==> src/rtl/burst_pkg.sv <==
package burst_pkg;
  localparam int LEN_W    = 3;
  localparam int FULL_BIT = 2;
  typedef enum logic {BT_SEQ = 1'b0, BT_INTL = 1'b1} btype_e;
endpackage

==> src/rtl/burst_ctrl.sv <==
module burst_ctrl #(
  parameter int COL_W = 9
) (
  input  logic             clk_i,
  input  logic             rst_ni,
  input  logic             start_i,
  input  logic             stop_i,
  input  logic             full_i,
  input  logic [COL_W-1:0] mask_i,
  output logic             active_o,
  output logic             last_o,
  output logic [COL_W-1:0] beat_o
);
  logic             active_q;
  logic [COL_W-1:0] beat_q;

  assign last_o = active_q && !full_i && (beat_q == mask_i);

  always_ff @(posedge clk_i or negedge rst_ni) begin
    if (!rst_ni) begin
      active_q <= 1'b0;
      beat_q   <= '0;
    end else if (start_i) begin
      active_q <= 1'b1;
      beat_q   <= '0;
    end else if (stop_i) begin
      active_q <= 1'b0;
    end else if (active_q) begin
      if (last_o) active_q <= 1'b0;
      else        beat_q   <= beat_q + 1'b1;
    end
  end

  assign active_o = active_q;
  assign beat_o   = beat_q;

  AST_START_ACTIVE: assert property (@(posedge clk_i) disable iff (!rst_ni)
    start_i |=> active_o && (beat_o == '0));
  AST_STOP_IDLE: assert property (@(posedge clk_i) disable iff (!rst_ni)
    (stop_i && !start_i) |=> !active_o);
  AST_LAST_IDLE: assert property (@(posedge clk_i) disable iff (!rst_ni)
    (last_o && !start_i) |=> !active_o);
endmodule

==> src/rtl/burst_col_gen.sv <==
module burst_col_gen #(
  parameter int COL_W   = 9,
  parameter bit INTL_EN = 1'b1
) (
  input  logic [COL_W-1:0] start_col_i,
  input  logic [COL_W-1:0] mask_i,
  input  logic             intl_i,
  input  logic [COL_W-1:0] beat_i,
  output logic [COL_W-1:0] col_o
);
  logic [COL_W-1:0] seq_lo, low;

  assign seq_lo = start_col_i + beat_i;

  generate
    if (INTL_EN) begin : g_intl
      assign low = intl_i ? (start_col_i ^ beat_i) : seq_lo;
    end else begin : g_seq_only
      logic unused_intl;
      assign unused_intl = intl_i;
      assign low = seq_lo;
    end
  endgenerate

  // upper bits pinned to start column, lower bits wrap inside the block
  assign col_o = (start_col_i & ~mask_i) | (low & mask_i);
endmodule

==> src/rtl/burst_col_seq.sv <==
module burst_col_seq
  import burst_pkg::*;
#(
  parameter int COL_W   = 9,
  parameter bit INTL_EN = 1'b1
) (
  input  logic             clk_i,
  input  logic             rst_ni,
  input  logic             start_i,
  input  logic [COL_W-1:0] col_i,
  input  logic [2:0]       len_i,
  input  logic             intl_i,
  input  logic             term_i,
  input  logic             pre_i,
  output logic [COL_W-1:0] col_o,
  output logic             active_o
);
  localparam logic [COL_W-1:0] ALL_ONES = {COL_W{1'b1}};

  logic [COL_W-1:0] start_q, mask_q, mask_d, beat;
  logic             full_q, last;
  btype_e           btype_q;

  always_comb begin
    if (len_i[FULL_BIT]) mask_d = ALL_ONES;
    else                 mask_d = COL_W'((1 << len_i[1:0]) - 1);
  end

  always_ff @(posedge clk_i or negedge rst_ni) begin
    if (!rst_ni) begin
      start_q <= '0;
      mask_q  <= '0;
      full_q  <= 1'b0;
      btype_q <= BT_SEQ;
    end else if (start_i) begin
      start_q <= col_i;
      mask_q  <= mask_d;
      full_q  <= len_i[FULL_BIT];
      btype_q <= (intl_i && !len_i[FULL_BIT]) ? BT_INTL : BT_SEQ;
    end
  end

  burst_ctrl #(.COL_W(COL_W)) u_ctrl (
    .clk_i    (clk_i),
    .rst_ni   (rst_ni),
    .start_i  (start_i),
    .stop_i   (term_i | pre_i),
    .full_i   (full_q),
    .mask_i   (mask_q),
    .active_o (active_o),
    .last_o   (last),
    .beat_o   (beat)
  );

  burst_col_gen #(.COL_W(COL_W), .INTL_EN(INTL_EN)) u_gen (
    .start_col_i (start_q),
    .mask_i      (mask_q),
    .intl_i      (btype_q == BT_INTL),
    .beat_i      (beat),
    .col_o       (col_o)
  );

  AST_FIRST_COL: assert property (@(posedge clk_i) disable iff (!rst_ni)
    start_i |=> col_o == $past(col_i));
  AST_SEQ_STEP: assert property (@(posedge clk_i) disable iff (!rst_ni)
    (active_o && !last && !start_i && !term_i && !pre_i && btype_q == BT_SEQ)
    |=> ((col_o & mask_q) == (COL_W'($past(col_o) + 1'b1) & mask_q))
        && ((col_o & ~mask_q) == ($past(col_o) & ~mask_q)));
  AST_RESET_IDLE: assert property (@(posedge clk_i)
    !rst_ni |-> !active_o && col_o == '0);
endmodule

==> config.mk <==
export PLATFORM = sky130hd
export DESIGN_NAME = burst_col_seq
export DESIGN_NICKNAME = d
export VERILOG_FILES = /design/src/rtl/burst_pkg.sv /design/src/rtl/burst_ctrl.sv /design/src/rtl/burst_col_gen.sv /design/src/rtl/burst_col_seq.sv
export SDC_FILE = /design/constraint.sdc
export NUM_CORES = 1
export LEC_CHECK = 0
export BUFFER_PORTS_ARGS = -buffer_cell sky130_fd_sc_hd__buf_2
export CAP_MARGIN = 15
export CORE_ASPECT_RATIO = 0.6
export CORE_MARGIN = 2
export CORE_UTILIZATION = 45
export DETAILED_ROUTE_END_ITERATION = 12
export GPL_TIMING_DRIVEN = 0
export PLACE_DENSITY_LB_ADDON = 0.3
export SLEW_MARGIN = 10
export SYNTH_ARGS = -nofsm -noshare
export SYNTH_HDL_FRONTEND = slang
export SYNTH_HIERARCHICAL = 1
export SYNTH_SLANG_ARGS = --single-unit
export TNS_END_PERCENT = 1
==> constraint.sdc <==
create_clock -name clk_i -period 4.75 [get_ports clk_i]
set_input_delay 1.1875 -clock clk_i [delete_from_list [all_inputs] [get_ports clk_i]]
set_output_delay 1.1875 -clock clk_i [all_outputs]
set_load 0.02 [all_outputs]
=== Word level (Yosys, flattened, before mapping) ===
Index checks and enable logic that the tools add are counted.

* Bits in registers: 30
* Logic and storage cells: 37

* Add/sub/neg operators: 3
* Multiplexer cells: 11
* Bitwise logic cells: 6
* Reduce and logical (&&, ||, !) cells: 7
* Shift operators: 1
* Equality and inequality tests: 3

{| class="wikitable"
|+ Operator list
! operator !! number
|-
| $mux 9 || 6
|-
| $and 9x9->9 || 2
|-
| $add 9x1->9 const B || 1
|-
| $add 9x9->9 || 1
|-
| $eq 9x9->1 || 1
|-
| $not 9->9 || 1
|-
| $or 9x9->9 || 1
|-
| $shl 1x2->9 const A || 1
|-
| $sub 9x2->9 const B || 1
|-
| $xor 9x9->9 || 1
|-
| $mux 1 || 5
|-
| $ne 2x2->1 const B || 2
|-
| $logic_and 1x1->1 || 3
|-
| $reduce_and 3->1 || 1
|-
| $logic_not 1->1 || 2
|-
| $reduce_bool 2->1 || 1
|-
| $or 1x1->1 || 1
|}

=== Logic depth before layout (Yosys ltp) ===
Gate-level depths: netlist of run 1.

* Depth after elaboration: 7
* Mapped depth: 8
* Depth with buffers taken out: 8

=== Cells and area by module ===
The synthesis of run 1 kept the hierarchy.

{| class="wikitable"
|+ Modules (own cells, without submodules)
! module !! cells each !! times used !! area an instance (µm²) !! seq. area each (µm²)
|-
| burst_col_seq || 60 || 1 || 734.5 || 450.4
|-
| burst_ctrl || 64 || 1 || 611.8 || 250.2
|-
| burst_col_gen || 67 || 1 || 519.2 || 0.0
|}

=== Least setup slack after synthesis of run 1 ===
Ideal clock, no wire load.

* Kind: register to output
* From: register u_ctrl.beat_q[0], in the netlist u_ctrl/beat_o[0]
* To: output port col_o[8]
* Required time: 3.563 ns
* Path slack: 1.408 ns
* Cell stages (with the launch flop): 9
* Data arrival time: 2.154 ns
* Cell sequence: dfrtp_1 > ha_1 > inv_1 > fa_1 > nand2b_1 > a211oi_2 > a21oi_1 > o211ai_1 > xor2_1

* Word-level cells in the longest chain between the ends: 4

{| class="wikitable"
|+ Ends and longest elaborated chain
! element !! line !! RTL
|-
| from (decl) || burst_ctrl.sv:15 || <nowiki>logic [COL_W-1:0] beat_q;</nowiki>
|-
| from (signal assigned) || burst_ctrl.sv:30 || <nowiki>else beat_q <= beat_q + 1'b1;</nowiki>
|-
| $add 9x9->9 || burst_col_gen.sv:13 || <nowiki>assign seq_lo = start_col_i + beat_i;</nowiki>
|-
| $mux 9 || burst_col_gen.sv:17 || <nowiki>assign low = intl_i ? (start_col_i ^ beat_i) : seq_lo;</nowiki>
|-
| $and 9x9->9 || burst_col_gen.sv:26 || <nowiki>assign col_o = (start_col_i & ~mask_i) | (low & mask_i);</nowiki>
|-
| $or 9x9->9 || burst_col_gen.sv:26 ||
|-
| to (decl) || burst_col_seq.sv:15 || <nowiki>output logic [COL_W-1:0] col_o,</nowiki>
|}

Every way passes these cells.

=== Worst setup path after layout of run 1 ===
* From: register u_ctrl.beat_q[0], in the netlist u_ctrl/beat_o[0]
* To: output port col_o[6]

The elaborated chain is that of the path after synthesis.

==> results of run 1 <==
[routing by layer]
| layer | GRT usage [%] | up-vias | routed length (um) |
|---|---|---|---|
| met5 | 0 | - | 0 |
| met1 | 27.2 | 689 | 2080 |
| met3 | 4.29 | 5 | 233 |
| li1 | - | 738 | - |
| met4 | 3.39 | 0 | 23 |
| met2 | 27.6 | 35 | 1560 |
[state kept, by name (all words and copies together), names as in the netlist]
register and flops:
full_q 1, u_ctrl/beat_o 9, start_q 9, mask_q 7, u_ctrl/active_o 1, btype_q 1
[final timing paths]
kind                                         end             start  slack [ns]  depth (start not counted)
worst max-delay path                    col_o[6]  u_ctrl/beat_o[0]        0.82                          9
worst max register to register  u_ctrl/beat_o[2]         mask_q[6]        2.71                          6
min in group asynchronous             start_q[8]            rst_ni        0.91                          1
worst min-delay path                  start_q[8]        start_q[8]        0.54                          1
worst min register to register        start_q[8]        start_q[8]        0.54                          1
max in group asynchronous       u_ctrl/beat_o[3]            rst_ni        3.42                          1
[stage by stage]
step | utilization [%] | cell area (sq um)
after floorplan | - | 1860
after global placement | 51.0 | 2060
after detailed placement | 51.0 | 2060
after CTS | 52.8 | 2130
after global routing | 52.8 | 2130
final | 52.8 | 2130
[cell type report]
cell class              count  area [sq um]
fillers                   380          1900
multi-input cells         145          1080
flip-flops and latches     28           701
repair buffers             27           135
well taps                  50          62.6
inverters                  12          45.0
clock buffers               3          41.3
plain buffers               5          37.5
clock inverters             1          30.0
[power groups by stage]
stage                     combinational (W)  sequential, W  clock (W)
after global routing               0.000136       0.000276   0.000208
after CTS                          0.000123       0.000273   0.000198
after floorplan                   0.0000854       0.000272          0
after global placement             0.000121       0.000277          0
after detailed placement           0.000123       0.000277          0
final                              0.000122       0.000272   0.000192
[critical path, stage by stage, from the launching register on]
cell,delay [ns]
dfrtp_1,0.50
ha_1,0.25
inv_1,0.07
fa_1,0.37
nand2b_1,0.17
a211oi_2,0.37
a31oi_1,0.17
xnor2_1,0.15
mux2_2,0.26
buf_2,0.16
==> run_results.csv, run 1 <==
group,metric,value,unit
power_and_ir_drop,power_density,276,nW/um^2
sta,setup_slack,0.819,ns
power_and_ir_drop,p_leak,0.945,nW
synth,netlist_instances,190,
drt,wire_per_inst,14.4,um
synth,synth_warnings,6,
cts,cts_setup_buffers,0,
drt,via_count,1467,
place,routabilityCongestion,0.827,
die,start_util,46.1,%
critical_path,path_class,"register to output port",
place,io_buffers,27,
cts,worstSkewPairLatency,0.28,ns
drt,drcViolationCount,0,
synth,synth.net_count,220,
cts,htree_num_levels,1,
power_and_ir_drop,seq_power_share,46.4,%
power_and_ir_drop,clockPowerShare,32.8,%
place,post-place-ws,1.13,ns
layout,area_growth,14.5,%
power_and_ir_drop,vdd_ir_drop_max,0.131,mV
layout,mostFrequentLayoutCells,"dfrtp_1, buf_2, nor2_1, a21oi_1",
drt,drt_pass1_iterations,4,
die,fp.dieH,53.8,um
critical_path,crit_required,3.56,ns
die,rows,18,
cts,path_clk_slew,0.10,ns
critical_path,crit_fanout,6,
cts,hold_buffers,0,
sta,grt_setup_unrepaired,"no",
die,die_area,4680,sq um
layout,layout-drive-gt1-share,27.1,%
grt,antenna_found_initial,0,
synth,mappedNetlistArea,1860,sq um
power_and_ir_drop,power.net_switching,0.000165,W
layout,stdcell_count,271,
grt,grt_max_degree,29,
sta,fin_crit_sh,82.8,%
layout,diodes,0,
grt,grt_pass1_wl,6.38,mm
power_and_ir_drop,p_sw_share,28.1,%
sta,worst_slew_pin_slew,0.638,ns
power_and_ir_drop,intPower,0.000422,W
power_and_ir_drop,comb_power_share,20.8,%
sta,timing.final.hold_violations,0,
sta,max_clock_freq,254,MHz
cts,clock-sinks,28,
cts,cts_tree,"built",
cts,cts_buffers,3,
sta,fin_skew,0.00332,ns
grt,track_usage,18.4,%
drt,via_per_inst,5.41,
flow_run,max_cap_viol_count,0,
die,die_w,87.0,um
cts,post_cts_resized,0,
drt,ant_nets,0,
layout,final_common_cell,"dfrtp_1",
hold_path,min_path_type,"register to register",
synth,synth_area_per_cell,9.79,sq um
die,boundaryPins,28,
grt,overflow,0,
grt,grt_pass1_vias,1318,
critical_path,cp.arrival,2.74,ns
cts,root_buffer,"clkbuf_8",
drt,wirelength,3.89,mm
sta,fin_setup_tns,0,ns
critical_path,cp-end-kind,"output port",
sta,drv_slew,0,
place,place_inst,267,
sta,setup_viol,0,
run_status,status,"completed",
layout,final_nets,252,
sta,timing.hold.ws,0.541,ns
place,dp_hpwl,2.92,mm
die,core,4030,sq um
sta,finalCriticalPeriod,3.93,ns
drt,drtIter0Drc,101,
sta,slew-limit-headroom,57.5,%
cts,cts_max_path_buffers,2,
critical_path,start_kind,"register",
power_and_ir_drop,power,0.000587,W
Power figures use the tool's default switching activity.
==> run 2, diff against run 1 <==
Clock period 4.75 ns to 3.2 ns, I/O delays scaled along.
==> run_results.csv, run 2 (same netlist as run 1, synthesis figures left out) <==
group,metric,value,unit
run_status,status,"completed",
drt,via_per_inst,5.40,
flow_run,max_cap_viol_count,0,
critical_path,startpoint,"u_ctrl/beat_o[0]",
place,io_buffers,27,
layout,multi_input_area,1110,sq um
layout,stdcell_count,275,
critical_path,crit_end,"col_o[6]",
cts,hold_buffers,0,
sta,worst_slew_pin_slew,0.635,ns
critical_path,cp-end-kind,"output port",
layout,layout-drive-gt1-share,30.7,%
critical_path,r2r-end,"u_ctrl/beat_o[2]",
critical_path,worstReg2RegStart,"u_ctrl/beat_o[0]",
cts,htree_num_levels,1,
grt,track_usage,19.0,%
grt,grt_pass1_wl,6.60,mm
layout,mostFrequentLayoutCells,"dfrtp_1, buf_2, nor2_1, a21oi_1",
die,core,4030,sq um
die,fp.dieH,53.8,um
grt,grt_pass1_vias,1359,
power_and_ir_drop,power_density,402,nW/um^2
die,die_area,4680,sq um
drt,via_count,1485,
critical_path,r2r_slack,1.17,ns
cts,cts_tree,"built",
cts,worstSkewPairLatency,0.28,ns
grt,overflow,0,
die,die_w,87.0,um
layout,final-seq-area,703,sq um
die,rows,18,
drt,wire_per_inst,14.4,um
cts,cts_max_path_buffers,2,
place,place_inst,267,
die,boundaryPins,28,
power_and_ir_drop,vdd_ir_drop_max,0.195,mV
sta,fin_crit_sh,98.3,%
drt,wirelength,3.97,mm
drt,drt_pass1_iterations,4,
critical_path,start_kind,"register",
critical_path,crit_fanout,3,
place,routabilityCongestion,0.827,
sta,timing.final.hold_violations,0,
hold_path,min_path_type,"input pin to async pin",
cts,cts_buffers,3,
critical_path,r2r_cells,7,
drt,ant_nets,0,
critical_path,crit_required,2.40,ns
sta,setup_viol,0,
place,dp_hpwl,2.92,mm
sta,slew-limit-headroom,57.7,%
drt,drtIter0Drc,117,
sta,drv_slew,0,
critical_path,cp.arrival,2.35,ns
sta,finalCriticalPeriod,3.15,ns
die,start_util,46.1,%
critical_path,path_class,"register to output port",
sta,grt_setup_unrepaired,"yes",
cts,root_buffer,"clkbuf_8",
drt,drcViolationCount,0,
cts,path_clk_slew,0.10,ns
sta,max_clock_freq,318,MHz
grt,antenna_found_initial,0,
grt,grt_max_degree,29,
sta,fin_setup_tns,0,ns
layout,nFillCells,370,
layout,final_nets,256,
cts,clock-sinks,28,
power_and_ir_drop,p_leak,0.974,nW
sta,fin_skew,0.00286,ns
layout,diodes,0,
layout,area_growth,18.2,%
[run 2: cell count changes in the layout (fill, tap and decap cells not counted), sizes merged]
cell / previous run / this run
buf: 31 / 35
[run 2: what timing repair did]
item,4_1_cts,5_1_grt
pin swaps,3,2
resized for setup,8,1
buffers inserted,4,0
setup endpoints to repair,3,2
[run 2: power by group]
group	leakage [nW]	total (W)	switching, W	internal, W
sequential	0.338	0.000404	0.0000270	0.000377
combinational	0.601	0.000194	0.000105	0.0000893
clock	0.0357	0.000284	0.000116	0.000168
total	0.974	0.000882	0.000248	0.000634
[run 2: how the worst min path moves through the flow]
| stage | startpoint | to | cells after the start |
|---|---|---|---|
| after floorplan | rst_ni | btype_q | 0 |
| after global placement | start_q[8] | start_q[8] | 1 |
| after detailed placement | start_q[8] | start_q[8] | 1 |
| after CTS | rst_ni | start_q[8] | 1 |
| after global routing | start_q[8] | start_q[8] | 1 |
| final | rst_ni | start_q[8] | 1 |
[run 2: stage by stage]
| stage | setup WS, ns | area (sq um) | utilization, % | total power (W) | hold WS [ns] |
|---|---|---|---|---|---|
| after global routing | -0.0300 | 2200 | 54.5 | 0.000933 | 0.562 |
| after CTS | 0.0113 | 2190 | 54.4 | 0.000892 | 0.549 |
| after floorplan | 0.246 | 1860 | - | 0.000531 | 0.498 |
| after global placement | -0.0309 | 2060 | 51.0 | 0.000592 | 0.517 |
| after detailed placement | -0.0345 | 2060 | 51.0 | 0.000594 | 0.525 |
| final | 0.0529 | 2200 | 54.5 | 0.000882 | 0.524 |
[run 2: routing by layer]
metal | GRT usage [%] | wire length, um | up-vias
met5 | 0 | 0 | -
li1 | - | - | 746
met2 | 29.0 | 1640 | 33
met1 | 27.9 | 2110 | 701
met4 | 3.39 | 23 | 0
met3 | 4.29 | 196 | 5
[run 2: cell type report]
class / instances / share of cell area [%]
repair buffers: 31 / 7.80
clock inverters: 1 / 1.37
clock buffers: 3 / 1.88
flip-flops and latches: 28 / 32.0
multi-input cells: 145 / 50.3
inverters: 12 / 2.05
well taps: 50 / 2.85
plain buffers: 5 / 1.71
[run 2: worst max-delay path, stage by stage, from the launching register on]
cell and delay, ns:
dfrtp_2 0.41, ha_4 0.14, inv_1 0.04, fa_2 0.33
nand2b_4 0.16, a211oi_4 0.28, a31oi_1 0.15, xnor2_1 0.14
mux2_2 0.27, buf_6 0.13
==> run 3, diff against run 2 <==
Settings changed: RECOVER_POWER set to 50.
==> run_results.csv, run 3 (same netlist as run 1, synthesis figures left out) <==
group,metric,value,unit
sta,finalCriticalPeriod,3.13,ns
die,boundaryPins,28,
grt,grt_pass1_wl,6.60,mm
die,fp.dieH,53.8,um
drt,via_count,1496,
critical_path,path_class,"register to output port",
sta,setup_viol,0,
power_and_ir_drop,vdd_ir_drop_max,0.195,mV
drt,wirelength,4.00,mm
critical_path,path_buf_inv,2,
critical_path,critPathMaxStageDelay,0.41,ns
cts,clock-sinks,28,
critical_path,r2r-end,"u_ctrl/beat_o[2]",
cts,root_buffer,"clkbuf_8",
layout,diodes,0,
power_and_ir_drop,power,0.000880,W
critical_path,cp_slowest_cell,"dfrtp_2",
drt,drcViolationCount,0,
sta,slew-limit-headroom,-3.59,%
layout,final_area,2190,sq um
die,rows,18,
sta,fin_skew,0.00434,ns
grt,track_usage,19.0,%
cts,cts_max_path_buffers,2,
power_and_ir_drop,power_density,402,nW/um^2
layout,layout-drive-gt1-share,29.3,%
critical_path,path_delay_family,"adder cells",
drt,drtIter0Drc,117,
grt,grt_max_degree,29,
grt,grt_pass1_vias,1359,
cts,worstSkewPairLatency,0.28,ns
cts,cts_buffers,3,
critical_path,crit_path_cell_trace,"ha_4 -> inv_1 -> fa_2 -> nand2b_4 -> a211oi_4 -> a31oi_1 -> xnor2_1 -> mux2_2 -> buf_6",
cts,cts_tree,"built",
place,io_buffers,27,
drt,drt_pass1_iterations,4,
place,dpl_cell_area,2060,sq um
run_status,violations,"max-capacitance violations, max-slew violations",
cts,path_clk_slew,0.10,ns
cts,htree_num_levels,1,
critical_path,start_kind,"register",
drt,via_per_inst,5.44,
place,routabilityCongestion,0.827,
critical_path,crit_required,2.40,ns
critical_path,r2r_cells,7,
die,die_w,87.0,um
grt,antenna_found_initial,0,
die,core,4030,sq um
hold_path,hold_depth,1,
die,die_area,4680,sq um
critical_path,cp.arrival,2.33,ns
run_status,status,"complete, but fails checks",
hold_path,holdPathEnd,"start_q[8]",
layout,nFillCells,373,
layout,area_growth,17.8,%
drt,wire_per_inst,14.5,um
sta,timing.hold.ws,0.541,ns
sta,max_clock_freq,319,MHz
die,start_util,46.1,%
hold_path,min_from,"start_q[8]",
critical_path,cp-end-kind,"output port",
critical_path,crit_fanout,3,
grt,overflow,0,
place,dp_hpwl,2.92,mm
layout,final_nets,256,
drt,ant_nets,0,
sta,timing.final.hold_violations,0,
hold_path,min_path_type,"register to register",
sta,fin_crit_sh,97.9,%
critical_path,r2r_slack,1.16,ns
layout,mostFrequentLayoutCells,"dfrtp_1, buf_2, nor2_1, a21oi_1",
power_and_ir_drop,p_leak,0.965,nW
flow_run,max_cap_viol_count,1,
sta,grt_setup_unrepaired,"yes",
sta,worst_slew_pin_slew,1.55,ns
layout,final_common_cell,"dfrtp_1",
sta,drv_slew,29,
critical_path,worstReg2RegStart,"u_ctrl/beat_o[0]",
==> run 3: cell type report <==
| type | count | area [sq um] | share of cell area, % |
|---|---|---|---|
| inverters | 12 | 45.0 | 2.06 |
| multi-input cells | 145 | 1110 | 50.5 |
| clock inverters | 1 | 30.0 | 1.37 |
| repair buffers | 31 | 169 | 7.71 |
| plain buffers | 5 | 33.8 | 1.54 |
| clock buffers | 3 | 41.3 | 1.88 |
| well taps | 50 | 62.6 | 2.86 |
| flip-flops and latches | 28 | 703 | 32.1 |
==> run 3: worst max path at each step <==
stage | startpoint | endpoint | slack (ns) | cells past startpoint
CTS | u_ctrl/beat_o[0] | col_o[6] | 0.01 | 9
global route | u_ctrl/beat_o[0] | col_o[8] | -0.03 | 10
detailed placement | u_ctrl/beat_o[0] | col_o[6] | -0.03 | 9
finish | u_ctrl/beat_o[0] | col_o[6] | 0.07 | 9
floorplan | u_ctrl/beat_o[0] | col_o[8] | 0.25 | 8
global placement | u_ctrl/beat_o[0] | col_o[6] | -0.03 | 9
==> run 3: per-layer routing <==
metal / vias to the layer above / GRT usage, % / wire length, um
met3: 5 / 4.29 / 214
met2: 41 / 29.0 / 1670
li1: 746 / - / -
met5: - / 0 / 0
met1: 704 / 27.9 / 2090
met4: 0 / 3.39 / 23
==> run 3: per-stage QoR <==
step	utilization (%)	setup WS (ns)	setup TNS, ns	std cells
floorplan	-	0.246	0	190
global placement	51.0	-0.0309	-0.0309	267
detailed placement	51.0	-0.0345	-0.0345	267
CTS	54.4	0.0113	0	275
global route	54.3	-0.0300	-0.0422	275
finish	54.3	0.0669	0	275
==> run 3: repair_timing <==
action | in CTS | in global routing
endpoints found under the hold margin | 0 | 0
pin swaps | 3 | 2
buffers inserted | 4 | 0
endpoints found under the setup margin | 3 | 2
gates resized for setup | 8 | 1
hold buffers | 0 | 0
==> run 3: where the power goes <==
group          internal (W)  leakage (nW)  switching [W]  total (W)
clock              0.000168        0.0357       0.000115   0.000283
sequential         0.000377         0.338      0.0000270   0.000404
combinational     0.0000883         0.592       0.000105   0.000193
total              0.000633         0.965       0.000247   0.000880
